### src/rtl/ipi_pkg.sv
package ipi_pkg;
    typedef enum logic {
        ST_IDLE = 1'b0,
        ST_SEND = 1'b1
    } ipi_state_e;

    localparam logic [11:0] OFS_CMD_LO = 12'h300;
    localparam logic [11:0] OFS_CMD_HI = 12'h310;
    localparam logic [2:0]  MODE_INIT  = 3'b101;
    localparam logic [2:0]  MODE_START = 3'b110;
    localparam logic [1:0]  SH_NONE    = 2'b00;
    localparam logic [1:0]  SH_OTHERS  = 2'b11;
    localparam int          STATUS_BIT = 12;
endpackage

### src/rtl/ipi_cmd_decode.sv
module ipi_cmd_decode
    import ipi_pkg::*;
#(
    parameter int NUM_CORES = 8,
    parameter int CID_W     = 3
) (
    input  logic [7:0]           vec_field,
    input  logic [2:0]           mode_field,
    input  logic [1:0]           sh_field,
    input  logic [7:0]           target_id,
    input  logic [CID_W-1:0]     self_id,
    output logic                 legal,
    output logic                 kind,
    output logic [7:0]           vector,
    output logic [NUM_CORES-1:0] dest
);
    logic is_init, is_start, sh_none, sh_others, id_ok;

    always_comb begin
        is_init   = (mode_field == MODE_INIT);
        is_start  = (mode_field == MODE_START);
        sh_none   = (sh_field == SH_NONE);
        sh_others = (sh_field == SH_OTHERS);
        id_ok     = (32'(target_id) < NUM_CORES);
        legal     = (is_init || is_start) && (sh_others || (sh_none && id_ok));
        kind      = is_start;
        vector    = is_start ? vec_field : 8'h00;
    end

    for (genvar i = 0; i < NUM_CORES; i++) begin : g_dest
        assign dest[i] = sh_others ? (self_id != CID_W'(i))
                                   : (target_id == 8'(i));
    end
endmodule

### src/rtl/ipi_send_fsm.sv
module ipi_send_fsm
    import ipi_pkg::*;
#(
    parameter int NUM_CORES = 8
) (
    input  logic                 clk,
    input  logic                 rst_n,
    input  logic                 launch,
    input  logic                 kind_in,
    input  logic [7:0]           vec_in,
    input  logic [NUM_CORES-1:0] dest_in,
    input  logic                 msg_ready,
    output logic                 msg_valid,
    output logic                 busy,
    output logic                 msg_kind,
    output logic [7:0]           msg_vector,
    output logic [NUM_CORES-1:0] msg_dest
);
    ipi_state_e state_q, state_d;

    always_ff @(posedge clk) begin
        if (!rst_n) state_q <= ST_IDLE;
        else        state_q <= state_d;
    end

    always_comb begin
        state_d = state_q;
        unique case (state_q)
            ST_IDLE: if (launch)    state_d = ST_SEND;
            ST_SEND: if (msg_ready) state_d = ST_IDLE;
        endcase
    end

    always_ff @(posedge clk) begin
        if (!rst_n) begin
            msg_kind   <= 1'b0;
            msg_vector <= '0;
            msg_dest   <= '0;
        end else if (launch && state_q == ST_IDLE) begin
            msg_kind   <= kind_in;
            msg_vector <= vec_in;
            msg_dest   <= dest_in;
        end
    end

    always_comb begin
        msg_valid = (state_q == ST_SEND);
        busy      = (state_q == ST_SEND);
    end
endmodule

### src/rtl/ipi_cmd_dispatch.sv
module ipi_cmd_dispatch
    import ipi_pkg::*;
#(
    parameter int NUM_CORES = 8,
    parameter int ADDR_W    = 12,
    localparam int CID_W    = $clog2(NUM_CORES)
) (
    input  logic                 clk,
    input  logic                 rst_n,
    input  logic [CID_W-1:0]     self_id,
    input  logic                 wr_en,
    input  logic [ADDR_W-1:0]    wr_addr,
    input  logic [31:0]          wr_data,
    input  logic [ADDR_W-1:0]    rd_addr,
    output logic [31:0]          rd_data,
    output logic                 msg_valid,
    input  logic                 msg_ready,
    output logic                 msg_kind,
    output logic [7:0]           msg_vector,
    output logic [NUM_CORES-1:0] msg_dest,
    output logic                 err_flag
);
    logic [31:0]          lo_q, hi_q;
    logic                 busy, legal, dec_kind;
    logic [7:0]           dec_vec;
    logic [NUM_CORES-1:0] dec_dest;
    logic                 lo_wr, hi_wr, launch;

    assign lo_wr  = wr_en && (wr_addr == ADDR_W'(OFS_CMD_LO)) && !busy;
    assign hi_wr  = wr_en && (wr_addr == ADDR_W'(OFS_CMD_HI));
    assign launch = lo_wr && legal;

    ipi_cmd_decode #(.NUM_CORES(NUM_CORES), .CID_W(CID_W)) u_dec (
        .vec_field  (wr_data[7:0]),
        .mode_field (wr_data[10:8]),
        .sh_field   (wr_data[19:18]),
        .target_id  (hi_q[31:24]),
        .self_id    (self_id),
        .legal      (legal),
        .kind       (dec_kind),
        .vector     (dec_vec),
        .dest       (dec_dest)
    );

    ipi_send_fsm #(.NUM_CORES(NUM_CORES)) u_fsm (
        .clk        (clk),
        .rst_n      (rst_n),
        .launch     (launch),
        .kind_in    (dec_kind),
        .vec_in     (dec_vec),
        .dest_in    (dec_dest),
        .msg_ready  (msg_ready),
        .msg_valid  (msg_valid),
        .busy       (busy),
        .msg_kind   (msg_kind),
        .msg_vector (msg_vector),
        .msg_dest   (msg_dest)
    );

    always_ff @(posedge clk) begin
        if (!rst_n) begin
            lo_q     <= '0;
            hi_q     <= '0;
            err_flag <= 1'b0;
        end else begin
            if (lo_wr) begin
                lo_q             <= wr_data;
                lo_q[STATUS_BIT] <= 1'b0;
            end
            if (hi_wr)            hi_q     <= wr_data;
            if (lo_wr && !legal)  err_flag <= 1'b1;
        end
    end

    always_comb begin
        rd_data = '0;
        if (rd_addr == ADDR_W'(OFS_CMD_LO)) begin
            rd_data             = lo_q;
            rd_data[STATUS_BIT] = busy;
        end else if (rd_addr == ADDR_W'(OFS_CMD_HI)) begin
            rd_data = hi_q;
        end
    end
endmodule

### config.mk
export PLATFORM = sky130hd
export DESIGN_NAME = ipi_cmd_dispatch
export DESIGN_NICKNAME = d
export VERILOG_FILES = /design/src/rtl/ipi_pkg.sv /design/src/rtl/ipi_cmd_decode.sv /design/src/rtl/ipi_send_fsm.sv /design/src/rtl/ipi_cmd_dispatch.sv
export SDC_FILE = /design/constraint.sdc
export NUM_CORES = 1
export LEC_CHECK = 0
export BUFFER_PORTS_ARGS = -buffer_cell sky130_fd_sc_hd__buf_2
export CAP_MARGIN = 20
export CORE_MARGIN = 10
export CORE_UTILIZATION = 45
export CTS_CLUSTER_SIZE = 20
export DETAILED_ROUTE_END_ITERATION = 8
export HOLD_SLACK_MARGIN = 0.03
export PLACE_DENSITY = 0.72
export SKIP_LAST_GASP = 1
export SLEW_MARGIN = 25
export SYNTH_ARGS = -nofsm -noshare
export SYNTH_HDL_FRONTEND = slang
export SYNTH_SLANG_ARGS = --single-unit
### constraint.sdc
create_clock -name clk -period 1.9 [get_ports clk]
set_input_delay 0.19 -clock clk [delete_from_list [all_inputs] [get_ports clk]]
set_output_delay 0.19 -clock clk [all_outputs]
set_load 0.005 [all_outputs]
==> reports/results.txt <==
Yosys warns: 0
Most used DFF post-synth: dfxtp_1
Avg Cell Area, Syn: 7.984 µm²
Grt ovf: 0
DR WL/cell: 16.88 µm
Synth cell types: 35
Net switching power: 719.1 µW
Fillers: 743
Pin count of the biggest net entering global routing: 40
CTS Buf Count: 9
CP Capture Type: register
Cell count after synthesis: 438
Commonest cells after routing, fill and taps aside: 144 x nand2_1, 113 x buf_2, 82 x dfxtp_1
Vias: 3495
Seq pwr share: 57.6%
Post-synth EDFFs: 0
Die height: 108.2 µm
DP HPWL: 8.125 mm
Hold WS: 87.73 ps
Drt pass-1 iters: 4
CTS max path bufs: 2
Hold Vio Cnt, Final: 0
Post_cts resized: 0
Type of origin of the critical path: register
GRT Total Usage: 18.37%
Unrepaired setup endpoints after global routing: no
Post-synthesis sequential area ratio: 46.94%
Number of H-tree levels: 3
Crit Path Max Fanout: 9
Tightest Pin Transition: 454.9 ps
Fin nets: 612
Initial Util: 45.73%
Share of synthesized registers carrying an async set or reset: 0%
CP Data Required Time: 2170 ps
Crit path kind: register to register
Static Leakage: 1.782 nW
Hold Path Class: input port to register
Outcome: complete, no violations
Detailed Route WL: 11.07 mm
Max cap viols: 0
Die Span X: 108.2 µm
Post-Synthesis Cell Area: 0.003497 mm²
Clock sinks: 82
Slew Limit Fails: 0
Via density: 5.328
Setup bufs post-CTS: 0
Core area: 0.007647 mm²
Clock slew at reported path FFs: 80 ps
Syn_nets: 501
N_diodes: 0
Initial drt markers: 194
Share of cells above drive strength 1: 28.16%
Antenna violations before repair: 0
Comb pwr share: 5.9%
Fin Setup TNS: 0 ps
Placer congestion estimate: 0.8294
Maximum VDD drop: 0.0004061 V
Drc violations: 0
Tcrit/Tclk final: 92.56%
#FFs+latches synth: 82
Top Ports: 114
Hold_buf cts: 0
First-pass GRT wire length: 17.51 mm
Worst clock skew: 7.342 ps
Vias in the first global route: 3520
Internal: 2.262 mW
Commonest non-fill, non-tap cell in the layout: nand2_1
Setup violators final: 0
Fmax: 0.5686 GHz
Fin crit period: 1759 ps
Row count: 32
Cell Pwr Density: 673.8 mW/mm²
Clock share of power: 36.5%
WP data arrival: 2030 ps
DIE AREA: 0.01170 mm²
Root Driver: clkbuf_8
Area Growth Syn to Fin: 26.51%
Antenna viol nets, final: 0
Max_slew headroom: 69.60%
Worst-Skew Late Latency: 340 ps
Switching Share: 24.12%
Port bufs: 113
CTS tree: yes
==> power groups by stage <==
stage / registers (mW) / logic, mW / clock network [mW]
final: 1.72 / 0.177 / 1.09
after detailed placement: 1.76 / 0.175 / 0
after floorplan: 1.76 / 0.0668 / 0
after global routing: 1.72 / 0.194 / 1.18
after global placement: 1.76 / 0.174 / 0
after CTS: 1.72 / 0.176 / 1.10
==> final cells by class <==
| cell class | count | area (µm²) | area share (%) |
|---|---|---|---|
| clock buffer | 11 | 131.4 | 2.969 |
| tap | 102 | 127.6 | 2.885 |
| inverter | 5 | 18.77 | 0.4242 |
| clock inverter | 5 | 31.28 | 0.7070 |
| multi-input combinational | 316 | 1693 | 38.26 |
| timing repair buffer | 135 | 780.7 | 17.65 |
| sequential | 82 | 1642 | 37.10 |
==> critical path, cell delays in order (launching register included) <==
cell and delay [ps]:
dfxtp_1 320, or4_1 510, o41ai_2 240, and3_1 280
buf_12 160, mux2i_1 180
==> per-layer routing <==
metal | up-vias | global-route usage [%] | wire (µm)
li1 | 1738 | - | -
met1 | 1624 | 23.38 | 4780
met2 | 120 | 29.53 | 5339
met3 | 13 | 5.175 | 787
met4 | 0 | 5.534 | 163
met5 | - | 0 | 0
==> sequential cells by signal (all words and copies together), names as in the netlist <==
| register | cells |
|---|---|
| u_fsm.busy | 1 |
| hi_q | 32 |
| u_fsm.msg_kind | 1 |
| u_fsm.msg_vector | 8 |
| err_flag | 1 |
| u_fsm.msg_dest | 8 |
| lo_q | 31 |
==> synthesized netlist by cell type, drive strengths merged, types with 3 or more instances <==
cell / n / share of area (%)
nand2: 144 / 15
a211oi: 8 / 1.7
nand4: 3 / 0.54
buf: 5 / 1.0
a22o: 32 / 8.0
dfxtp: 82 / 47
a31oi: 13 / 2.3
clkbuf: 30 / 3.2
a21oi: 71 / 10
inv: 5 / 0.54
nor4: 3 / 0.72
mux2i: 8 / 2.3
nor2: 8 / 0.86
==> through the flow <==
step           total power, mW  utilization (%)  std cells  setup slack (ps)  area [µm²]
2_1_floorplan            1.824                -        438             250.8        3497
3_3_place_gp             1.931            55.73        640             81.46        4262
3_5_place_dp             1.933            55.73        640             74.34        4262
4_1_cts                  2.997            57.85        656             138.1        4424
5_1_grt                  3.095            57.85        656             43.12        4424
6_report                 2.981            57.85        656             141.3        4424
==> path summary, 6_finish.rpt <==
path                from                  end  slack [ps]  cells after the start
max             hi_q[31]  u_fsm.msg_vector[6]         140                      5
min          wr_data[12]             hi_q[12]          90                      3
max reg2reg     hi_q[31]  u_fsm.msg_vector[6]         140                      5
min reg2reg      hi_q[8]              hi_q[8]         450                      2
==> logic make-up (layout without fill, tap and decap cells) <==
family / after synthesis / after routing / share of synthesized area [%]
and+or+nand+nor: 177 / 177 / 21.97
AOI/OAI and AO/OA: 130 / 130 / 23.76
DFF: 82 / 82 / 46.94
buffers and inverters: 40 / 156 / 4.794
muxes: 8 / 8 / 2.290
xor gates and xnor gates: 1 / 1 / 0.2505
No activity file was read; power rests on OpenSTA's default activity.
